==> src/rtl/addPkg.sv <==
package addPkg;
  localparam int DATA_W = 16;
  localparam int C_POS  = 0;
  localparam int Z_POS  = 1;
  localparam int N_POS  = 2;
  localparam int V_POS  = 8;

  typedef struct packed {
    logic load;      // capture result and status this cycle
    logic byteOp;    // 8-bit arithmetic
    logic laneHigh;  // destination byte is the upper half
    logic keepOther; // preserve the non-target byte (memory destination)
  } ctrlT;
endpackage

==> src/rtl/addCtrl.sv <==
module addCtrl
  import addPkg::*;
(
  input  logic exec,
  input  logic byteMode,
  input  logic dstIsMem,
  input  logic oddByte,
  output ctrlT ctrl
);
  always_comb begin
    ctrl.load      = exec;
    ctrl.byteOp    = byteMode;
    ctrl.keepOther = byteMode & dstIsMem;
    ctrl.laneHigh  = byteMode & dstIsMem & oddByte;
  end
endmodule

==> src/rtl/addDatapath.sv <==
module addDatapath
  import addPkg::*;
#(
  parameter int W = DATA_W
) (
  input  logic         clk,
  input  logic         rstN,
  input  ctrlT         ctrl,
  input  logic [W-1:0] srcOp,
  input  logic [W-1:0] dstOp,
  output logic [W-1:0] result,
  output logic [W-1:0] status
);
  localparam int H = W / 2;

  logic [W:0]   wordSum;
  logic [H:0]   byteSum;
  logic [H-1:0] opA;
  logic [H-1:0] opB;
  logic [W-1:0] resNext;
  logic [W-1:0] statNext;
  logic         cFlag, zFlag, nFlag, vFlag;

  always_comb begin
    opA     = srcOp[H-1:0];
    opB     = ctrl.laneHigh ? dstOp[W-1:H] : dstOp[H-1:0];
    wordSum = {1'b0, srcOp} + {1'b0, dstOp};
    byteSum = {1'b0, opA} + {1'b0, opB};

    if (ctrl.byteOp) begin
      cFlag = byteSum[H];
      zFlag = (byteSum[H-1:0] == '0);
      nFlag = byteSum[H-1];
      vFlag = (opA[H-1] == opB[H-1]) && (byteSum[H-1] != opA[H-1]);
      if (!ctrl.keepOther)
        resNext = {{H{1'b0}}, byteSum[H-1:0]};
      else if (ctrl.laneHigh)
        resNext = {byteSum[H-1:0], dstOp[H-1:0]};
      else
        resNext = {dstOp[W-1:H], byteSum[H-1:0]};
    end else begin
      cFlag   = wordSum[W];
      zFlag   = (wordSum[W-1:0] == '0);
      nFlag   = wordSum[W-1];
      vFlag   = (srcOp[W-1] == dstOp[W-1]) && (wordSum[W-1] != srcOp[W-1]);
      resNext = wordSum[W-1:0];
    end

    statNext        = '0;
    statNext[C_POS] = cFlag;
    statNext[Z_POS] = zFlag;
    statNext[N_POS] = nFlag;
    statNext[V_POS] = vFlag;
  end

  always_ff @(posedge clk or negedge rstN) begin
    if (!rstN) begin
      result <= '0;
      status <= '0;
    end else if (ctrl.load) begin
      result <= resNext;
      status <= statNext;
    end
  end
endmodule

==> src/rtl/addFlagUnit.sv <==
module addFlagUnit
  import addPkg::*;
(
  input  logic        clk,
  input  logic        rstN,
  input  logic        exec,
  input  logic        byteMode,
  input  logic        dstIsMem,
  input  logic        oddByte,
  input  logic [15:0] srcOp,
  input  logic [15:0] dstOp,
  output logic [15:0] result,
  output logic [15:0] status
);
  ctrlT ctrl;

  addCtrl u_ctrl (
    .exec(exec), .byteMode(byteMode), .dstIsMem(dstIsMem),
    .oddByte(oddByte), .ctrl(ctrl)
  );

  addDatapath #(.W(DATA_W)) u_dp (
    .clk(clk), .rstN(rstN), .ctrl(ctrl), .srcOp(srcOp), .dstOp(dstOp),
    .result(result), .status(status)
  );
endmodule

==> config.mk <==
export PLATFORM = sky130hd
export DESIGN_NAME = addFlagUnit
export DESIGN_NICKNAME = d
export VERILOG_FILES = /design/src/rtl/addPkg.sv /design/src/rtl/addCtrl.sv /design/src/rtl/addDatapath.sv /design/src/rtl/addFlagUnit.sv
export SDC_FILE = /design/constraint.sdc
export NUM_CORES = 1
export LEC_CHECK = 0
export BUFFER_PORTS_ARGS = -buffer_cell sky130_fd_sc_hd__buf_2
export CAP_MARGIN = 0
export CORE_AREA = 2 2 83 85
export CTS_CLUSTER_SIZE = 8
export DETAILED_ROUTE_END_ITERATION = 10
export DIE_AREA = 0 0 85 87
export PLACE_DENSITY = 0.69
export REMOVE_ABC_BUFFERS = 1
export SYNTH_ARGS = -nofsm -noshare
export SYNTH_HDL_FRONTEND = slang
export SYNTH_SLANG_ARGS = --single-unit
==> constraint.sdc <==
create_clock -name clk -period 1.6 [get_ports clk]
set_input_delay 0.08 -clock clk [delete_from_list [all_inputs] [get_ports clk]]
set_output_delay 0.08 -clock clk [all_outputs]
set_load 0.005 [all_outputs]
==> results of run 1 <==
==> state kept, by name, summed over array words and instances, names as in the netlist <==
| signal | count |
|---|---|
| u_dp.status | 4 |
| u_dp.result | 16 |
==> metal layers <==
metal,GRT usage,wire length [µm],part of all wire,vias to the layer above
met2,0.411,4540,0.49,115
met4,0.0866,380,0.041,0
met1,0.292,3830,0.42,1460
met3,0.0275,434,0.047,25
li1,-,-,-,1440
met5,0,0,0,-
==> critical path: stages <==
cell	delay, ns
buf_8	0.09
and3_4	0.23
nand2_2	0.08
nand2_2	0.08
ha_4	0.13
inv_2	0.04
fa_2	0.35
nor2b_2	0.16
o21a_1	0.19
o21ai_2	0.08
a21o_1	0.21
a211o_1	0.28
o32ai_2	0.20
a31o_1	0.13
==> layout make-up <==
cell class / count / area [µm²] / area share
well taps: 80 / 100 / 0.0244
multi-input cells: 276 / 2330 / 0.567
repair buffers: 150 / 1070 / 0.261
inverters: 13 / 48.8 / 0.0119
clock buffers: 4 / 55.1 / 0.0134
flip-flops and latches: 20 / 500 / 0.122
==> per-stage QoR <==
| step | hold WS, ns | util | cells | TNS [ns] |
|---|---|---|---|---|
| after floorplan | -0.216 | - | 309 | -8.86 |
| after global placement | 0.0488 | 0.525 | 532 | -12.33 |
| after detailed placement | 0.0540 | 0.525 | 532 | -13.11 |
| after CTS | 0.184 | 0.596 | 543 | -5.04 |
| after global routing | 0.220 | 0.624 | 543 | -7.11 |
| final | 0.212 | 0.624 | 543 | -5.74 |
==> cell families (layout without fill, tap and decap cells) <==
kind of cell	count (synthesis)	count (layout)	synth area share
other cells	1	12	0.00148
mux	7	7	0.0287
flops	20	20	0.198
compound gates	94	94	0.261
fa+ha+maj	28	28	0.145
xor+xnor	12	12	0.0416
buf+inv	39	167	0.0797
simple gates	123	123	0.245
==> report_power, final <==
group / internal, mW / leakage (nW) / total, mW / switching [mW]
Sequential: 0.587 / 0.236 / 0.628 / 0.0413
Combinational: 0.842 / 1.63 / 1.65 / 0.809
Clock: 0.219 / 0.0288 / 0.390 / 0.171
Total: 1.65 / 1.90 / 2.67 / 1.02
==> layout by cell type, fill, tap and decap left out, types with 9 or more instances in the layout <==
cell	n
a21o_1	9
buf_2	51
ha_4	9
nor2_1	20
buf_4	86
o21a_1	10
ha_1	17
dfrtp_1	20
nand2_1	35
o21ai_0	10
nand3_1	10
conb_1	12
==> path summary, 6_finish.rpt <==
kind	startpoint	end	slack, ns	depth (start not counted)
min in group asynchronous	rstN	u_dp.result[14]	0.31	2
max in group asynchronous	rstN	u_dp.result[12]	0.98	2
min	exec	u_dp.result[1]	0.21	2
max	oddByte	u_dp.status[1]	-0.54	14
max reg2reg	u_dp.status[1]	u_dp.status[1]	0.75	3
min reg2reg	u_dp.status[0]	u_dp.status[0]	0.48	2
==> repair_timing <==
action	in CTS	in global routing
hold buffers	1	0
pin swaps	40	19
resized for setup	73	40
hold endpoints to repair	20	0
endpoints found under the setup margin	19	19
setup buffers	11	1
==> results.md, run 1 <==
- Max-Cap Viols: 0
- Antenna Cells: 0
- Max clock buf depth: 2
- Final period util: 1.33
- Clk slew on worst S/H paths: 0.07 ns
- Share of flip-flops with an asynchronous set or reset: 1.00
- Maximum clock frequency: 468 MHz
- DR WL/cell: 16.9 µm
- IR drop worst, VDD: 0.440 mV
- CTS Buf Count: 3
- Area of the core: 6570 µm²
- Post-synth EDFFs: 0
- Synth area leaders: dfrtp_1 20%, ha_1 13%, nand2_1 6.4%
- Post-route setup slack: -0.536 ns
- Design Power: 2.67 mW
- Failing checks: negative setup slack
- Final hold violation count: 0
- RSZ-0062 raised after global routing: true
- Layout Area Growth over Synthesis: 62.2%
- Mean Syn Cell Area: 7.80 µm²
- Via density per instance: 5.60
- Setup crit end kind: flop
- CTS sink cnt: 20
- Die height: 87 µm
- Initial antenna violation count: 0
- Mapped Cells: 324
- Num rows: 30
- Crit-path max FO: 6
- Root buf cell: clkbuf_8
- Total track usage: 0.233
- First-pass GRT wire length: 13900 µm
- Max Transition Viols Final: 0
- Final setup viols: 17
- Tmin final: 2.14 ns
- Die Wd: 85 µm
- Post-synth top area share: 0.198
- Max Clock Skew: 0 ns
- Initial detailed-routing violation count: 224
- Mapped cell area: 2530 µm²
- Final HPWL DP: 6540 µm
- Synth Warn #: 0
- Final-layout fill cell count: 533
- Pin count of the biggest net entering global routing: 27
- Number of I/O pins: 70
- Post-synth top cells: 43 x nand2_1, 26 x ha_1, 22 x nor2_1, 20 x dfrtp_1, 17 x o21ai_0
- DRT Wirelength: 9190 µm
- Status: finished with violations
- Pre-CTS setup slack: -0.901 ns
- TritonCTS clock tree: done
- Flops & latches, synth: 20
- H-tree level count: 1
- Die area: 7400 µm²
- Placed cell area: 3450 µm²
- Remaining Overflow, GRT: 0
- PwrDens: 651 nW/µm²
- IO Port Bufs: 57
- Nets: 530
- Area leader, netlist: dfrtp_1
- Worst setup SP type: primary input
- Initial standard-cell utilization of the core: 0.385
- Arr. time, crit path: 2.34 ns
- Antenna-violating nets left: 0
- Synth Flop Type: dfrtp_1
- Design Area, Final: 4100 µm²
- Worst setup path class: primary input to flop
- Router iterations before antenna repair: 4
- Total number of vias: 3040
- Hold/Removal Path Class: primary input to flop
- Count of different cell masters after synthesis: 61
- Worst Path Required: 1.80 ns
- Vias in the first global route: 2988
- Most frequent cell after synthesis: nand2_1
- Placer congestion estimate: 0.897
- DRC viols: 0
- Sequential share of the synthesized area: 0.198
- Insertion delay to the later sink of the worst-skew pair: 0.26 ns
- Pleak: 1.90 nW
- Layout cells sized above 1: 0.501
Power figures use the tool's default switching activity.
==> inputs of run 2 (changes only) <==
--- a/config.mk
+++ b/config.mk
@@ -12,7 +12,6 @@
 export DETAILED_ROUTE_END_ITERATION = 10
 export DIE_AREA = 0 0 85 87
 export PLACE_DENSITY = 0.69
-export REMOVE_ABC_BUFFERS = 1
 export SYNTH_ARGS = -nofsm -noshare
 export SYNTH_HDL_FRONTEND = slang
 export SYNTH_SLANG_ARGS = --single-unit
==> run 2 against run 1 <==
Effect of this change: the run still ends with negative setup slack left; sequential share of layout area down 0.13 points; clock skew did not move; non-clock buffer count up 8; wire length shrank 2.0%; critical path depth did not move.
==> results.md, run 2 (synthesis results as in run 1) <==
- Design Power: 2.59 mW (-3.1%)
- Finished Layout Cells: 550 (+1.3%)
- Share of power burned in the clock network: 0.125 (-0.021)
- IO Port Bufs: 57 (unchanged)
- Clk slew on worst S/H paths: 0.07 ns (about the same)
- Max-Cap Viols: 0 (unchanged)
- Die area: 7400 µm² (unchanged)
- Internal power: 1.60 mW (-3.0%)
- Initial antenna violation count: 0 (unchanged)
- Nets: 538 (+1.5%)
- Sequential share of power: 0.244 (+0.009)
- Tmin final: 2.21 ns (+0.0742 ns)
- Max clock buf depth: 2 (unchanged)
- Switching pwr: 989 µW (-3.2%)
- Final HPWL DP: 6700 µm (+2.5%)
- Worst Path Required: 1.79 ns (about the same)
- Final setup viols: 17 (unchanged)
- Placer congestion estimate: 0.903 (+0.69%)
- Biggest regs: u_dp.result (16), u_dp.status (4)
- Logic pwr share: 0.630 (+0.012)
- Insertion delay to the later sink of the worst-skew pair: 0.25 ns (about the same)
- Max Clock Skew: 0 ns (unchanged)
- Pin count of the biggest net entering global routing: 26 (-3.7%)
- Largest Register: u_dp.result
- Initial detailed-routing violation count: 141 (-37%)
- Vias in the first global route: 2910 (-2.6%)
- R2R setup slack: 0.76 ns (about the same)
- Hold/Removal Path Class: primary input to flop
- Number of I/O pins: 70 (unchanged)
- Via density per instance: 5.50 (-1.7%)
- Layout Area Growth over Synthesis: 63.9%
- Root buf cell: clkbuf_8
- Switching portion of total power: 0.382 (-0.000419)
- Antenna Cells: 0 (unchanged)
- Pre-CTS setup slack: -0.896 ns (+0.00530 ns)
- Remaining Overflow, GRT: 0 (unchanged)
- Status: finished with violations
- Num rows: 30 (unchanged)
- H-tree level count: 1 (unchanged)
- Most frequent cells in the layout: 96 x buf_4, 48 x buf_2, 36 x nand2_1
- Commonest non-fill, non-tap cell in the layout: buf_4
- IR drop worst, VDD: 0.476 mV (+8.2%)
- Area of the core: 6570 µm² (unchanged)
- Pleak: 1.94 nW (+2.4%)
- DRT Wirelength: 9000 µm (-2.0%)
- Arr. time, crit path: 2.40 ns (+0.06 ns)
- WHS: 0.194 ns (-0.0188 ns)
- Crit-path max FO: 7 (+1)
- Worst setup path class: primary input to flop
- Maximum clock frequency: 453 MHz (-3.4%)
- Worst setup SP type: primary input
- DR WL/cell: 16.4 µm (-3.2%)
- Setup crit end kind: flop
- CTS sink cnt: 20 (unchanged)
- Router iterations before antenna repair: 4 (unchanged)
- Max Transition Viols Final: 0 (unchanged)
- Total number of vias: 3027 (-0.43%)
- Total track usage: 0.220 (-0.0127)
- Antenna-violating nets left: 0 (unchanged)
- Final hold violation count: 0 (unchanged)
- Die Wd: 85 µm (unchanged)
- Die height: 87 µm (unchanged)
- Post-Place Cells: 537 (+0.94%)
- Layout cells sized above 1: 0.494 (-0.00746)
- Max reg flops: 16 (unchanged)
- RSZ-0062 raised after global routing: true
- Post-route setup slack: -0.610 ns (-0.0742 ns)
- PwrDens: 624 nW/µm² (-4.1%)
- Final period util: 1.38 (+0.0464)
- Failing checks: negative setup slack
- First-pass GRT wire length: 13200 µm (-4.9%)
- DRC viols: 0 (unchanged)
- TritonCTS clock tree: done
- Initial standard-cell utilization of the core: 0.385 (unchanged)
- CTS Buf Count: 3 (unchanged)
-- run 2: cell count changes in the layout (fill, tap and decap cells not counted), moves of 2 or more --
cell	before	now
nor2_2	2	0
nor2_1	20	22
buf_2	51	48
ha_1	17	15
nand3_2	2	4
nor3_2	2	0
a21oi_1	8	11
nor3_1	3	5
ha_4	9	11
buf_6	6	8
buf_4	86	96
a21oi_2	6	3
-- run 2: metal layers --
metal / up-vias / track usage / share of wire
li1: 1460 / - / -
met1: 1427 / 0.269 / 0.41
met2: 110 / 0.394 / 0.50
met3: 30 / 0.0237 / 0.044
met4: 0 / 0.0895 / 0.046
met5: - / 0 / 0
-- run 2: power groups by stage --
| stage | sequential (mW) | clock, mW | combinational, mW |
|---|---|---|---|
| after global routing | 0.640 | 0.352 | 1.76 |
| after CTS | 0.632 | 0.329 | 1.42 |
| after detailed placement | 0.640 | 0 | 1.31 |
| final | 0.632 | 0.324 | 1.63 |
| after global placement | 0.636 | 0 | 1.29 |
| after floorplan | 0.645 | 0 | 0.704 |
-- run 2: path summary, 6_finish.rpt --
path                                  from  cells past startpoint              end
setup / recovery                   oddByte                     14   u_dp.status[1]
hold / removal                    dstOp[0]                      4   u_dp.result[0]
setup reg to reg            u_dp.status[1]                      3   u_dp.status[1]
hold reg to reg            u_dp.result[11]                      1  u_dp.result[11]
max in group asynchronous             rstN                      2  u_dp.result[10]
min in group asynchronous             rstN                      2  u_dp.result[13]
-- run 2: metrics by stage --
step	util	area, µm²	TNS (ns)
final	0.631	4140	-5.68
after global routing	0.631	4140	-6.70
after CTS	0.578	3790	-5.48
after detailed placement	0.536	3520	-12.60
after global placement	0.536	3520	-11.80
after floorplan	-	2630	-9.62
-- run 2: area by class of cell --
class | count | area (µm²)
Inverter | 13 | 48.8
Fill cell | 530 | 2430
Sequential cell | 20 | 500
Timing Repair Buffer | 158 | 1140
Multi-Input combinational cell | 276 | 2320
Tap cell | 80 | 100
Clock buffer | 3 | 41.3
-- run 2: what timing repair did --
item / in CTS / in global routing
setup endpoints to repair: 19 / 19
setup buffers: 5 / 6
endpoints found under the hold margin: 20 / 0
resized for setup: 36 / 63
pin swaps: 27 / 38
hold buffers: 1 / 0
-- run 2: worst max-delay path, cell delays in order --
cell	delay [ns]
buf_8	0.08
and3_4	0.24
nand2_2	0.07
nand2_2	0.07
ha_4	0.13
inv_2	0.04
fa_2	0.35
nor2b_1	0.16
o21a_1	0.18
o21ai_2	0.07
a21o_1	0.21
a211o_1	0.32
o32ai_2	0.25
a31o_1	0.13
==> inputs of run 3 (changes only) <==
--- a/config.mk
+++ b/config.mk
@@ -8,10 +8,11 @@
 export BUFFER_PORTS_ARGS = -buffer_cell sky130_fd_sc_hd__buf_2
 export CAP_MARGIN = 0
 export CORE_AREA = 2 2 83 85
-export CTS_CLUSTER_SIZE = 8
+export CTS_CLUSTER_SIZE = 24
 export DETAILED_ROUTE_END_ITERATION = 10
 export DIE_AREA = 0 0 85 87
-export PLACE_DENSITY = 0.69
+export PLACE_DENSITY = 0.72
+export SLEW_MARGIN = 0
 export SYNTH_ARGS = -nofsm -noshare
 export SYNTH_HDL_FRONTEND = slang
 export SYNTH_SLANG_ARGS = --single-unit
==> constraint.sdc (replaced) <==
create_clock -name clk -period 1.9 [get_ports clk]
set_input_delay 0.095 -clock clk [delete_from_list [all_inputs] [get_ports clk]]
set_output_delay 0.095 -clock clk [all_outputs]
set_load 0.005 [all_outputs]
==> run 3 against run 2 <==
Effect of this change: die area unchanged; utilization shrank 6.1 points; global-route usage down 0.32 points; register-to-register slack better by 0.29 ns; sequential power down 16%; sequential cell count unchanged; the run still ends with negative setup slack left; setup slack gained 0.42 ns; sequential share of layout area grew 1.3 points; non-clock buffer count fell by 17; wire length fell by 6.2%; cell area fell by 9.6%.
==> results.md, run 3 (synthesis results as in run 1) <==
- Status: finished with violations
- Failing checks: negative setup slack
- Design Area, Final: 3740 µm² (-9.6%)
- CTS sink cnt: 20 (unchanged)
- Tmin final: 2.09 ns
- Root buf cell: clkbuf_8
- CTS Buf Count: 3 (unchanged)
- DRC viols: 0 (unchanged)
- Pre-CTS setup slack: -0.530 ns (+0.366 ns)
- Die Wd: 85 µm (unchanged)
- Grt met1 use: 0.266 (-0.00344)
- Total track usage: 0.217 (-0.00321)
- Setup crit end kind: flop
- Number of I/O pins: 70 (unchanged)
- Area of the core: 6570 µm² (unchanged)
- H-tree level count: 1 (unchanged)
- Max Clock Skew: 0 ns (unchanged)
- RSZ-0062 raised after global routing: true
- IO Port Bufs: 57 (unchanged)
- Initial antenna violation count: 0 (unchanged)
- Biggest regs: u_dp.result (16), u_dp.status (4)
- Layout Area Growth over Synthesis: 48.2%
- Placer congestion estimate: 0.946 (+4.7%)
- Worst setup SP type: primary input
- PwrDens: 552 nW/µm² (-12%)
- Pleak: 1.83 nW (-5.9%)
- Crit-path max FO: 6 (-1)
- Die height: 87 µm (unchanged)
- TritonCTS clock tree: done
- Clk slew on worst S/H paths: 0.07 ns (about the same)
- Num rows: 30 (unchanged)
- Max reg flops: 16 (unchanged)
- DRT Wirelength: 8450 µm (-6.2%)
- Final hold violation count: 0 (unchanged)
- Max-Cap Viols: 0 (unchanged)
- Final HPWL DP: 6590 µm (-1.6%)
- Antenna Cells: 0 (unchanged)
- Insertion delay to the later sink of the worst-skew pair: 0.26 ns (about the same)
- Arr. time, crit path: 2.24 ns (-0.16 ns)
- R2R setup slack: 1.05 ns (+0.29 ns)
- Post-route setup slack: -0.186 ns (+0.424 ns)
- Nets: 521 (-3.2%)
- GR Util met3: 0.0256 (+0.00190)
- IR drop worst, VDD: 0.427 mV (-10%)
- Max clock buf depth: 2 (unchanged)
- Total number of vias: 2887 (-4.6%)
- Placed cell area: 3420 µm² (-2.7%)
- First-pass GRT wire length: 13100 µm (-1.3%)
- Hold/Removal Path Class: primary input to flop
- Worst setup path class: primary input to flop
- Router iterations before antenna repair: 4 (unchanged)
- Maximum clock frequency: 479 MHz
- Pin count of the biggest net entering global routing: 27 (+3.8%)
- Via density per instance: 5.41 (-1.8%)
- Initial detailed-routing violation count: 171 (+21%)
- Vias in the first global route: 2861 (-1.7%)
- Setup_tns: -1.10 ns (+4.58 ns)
- Layout cells sized above 1: 0.410 (-0.0839)
- Final period util: 1.10
- Most frequent cells in the layout: 81 x buf_4, 52 x buf_2, 41 x nand2_1
- Final setup viols: 11 (-6)
- Worst Path Required: 2.05 ns (+0.26 ns)
- GRT busiest layer: met2
- Die area: 7400 µm² (unchanged)
- Antenna-violating nets left: 0 (unchanged)
- DR WL/cell: 15.8 µm (-3.4%)
- Commonest non-fill, non-tap cell in the layout: buf_4
- Routing usage on met2: 0.396 (+0.00142)
- Largest Register: u_dp.result
- Remaining Overflow, GRT: 0 (unchanged)
- Initial standard-cell utilization of the core: 0.385 (unchanged)
- Max Transition Viols Final: 0 (unchanged)
## run 3: cell count changes in the layout (fill, tap and decap cells not counted), sizes merged
cell / before / now
buf: 157 / 140
clkbuf: 3 / 4
## run 3: metal layers
layer	wire (µm)	vias up
met5	0	-
met1	3490	1354
met4	310	0
met2	4250	90
met3	391	22
li1	-	1421
## run 3: final timing paths
check | from | endpoint | cells past startpoint
max | oddByte | u_dp.status[1] | 12
min | exec | u_dp.result[1] | 2
max reg2reg | u_dp.status[1] | u_dp.status[1] | 3
min reg2reg | u_dp.result[11] | u_dp.result[11] | 1
max in group asynchronous | rstN | u_dp.result[13] | 2
min in group asynchronous | rstN | u_dp.result[4] | 2
## run 3: timing repair
action	4_1_cts	5_1_grt
setup endpoints to repair	13	16
endpoints found under the hold margin	20	0
pin swaps	16	16
gates resized for setup	25	27
hold buffers	1	0
setup buffers	1	3
## run 3: final cells by class
cell class / count / area [µm²]
clock buffers: 4 / 55.1
well taps: 80 / 100
inverters: 13 / 48.8
multi-input cells: 276 / 2080
repair buffers: 141 / 961
flip-flops and latches: 20 / 500
fillers: 577 / 2820
## run 3: stage by stage
| stage | instances | util | power (mW) | hold slack [ns] |
|---|---|---|---|---|
| 5_1_grt | 534 | 0.570 | 2.21 | 0.175 |
| 4_1_cts | 532 | 0.547 | 1.98 | 0.159 |
| 2_1_floorplan | 335 | - | 1.13 | -0.201 |
| 3_3_place_gp | 526 | 0.521 | 1.59 | 0.0630 |
| 6_report | 534 | 0.570 | 2.07 | 0.155 |
| 3_5_place_dp | 526 | 0.521 | 1.61 | 0.0697 |
## run 3: critical path, stage by stage
cell and delay, ns:
buf_8 0.08, and3_4 0.23, nor2_2 0.04, a21o_1 0.17
ha_1 0.30, nand3_2 0.09, a21boi_1 0.07, o21a_1 0.19
o41a_1 0.38, xor2_2 0.25, o32ai_2 0.13, a31o_1 0.20
## run 3: power breakdown
| part | total [mW] | switching, mW | internal [mW] |
|---|---|---|---|
| sequential | 0.531 | 0.0365 | 0.494 |
| clock | 0.327 | 0.143 | 0.185 |
| combinational | 1.21 | 0.600 | 0.611 |
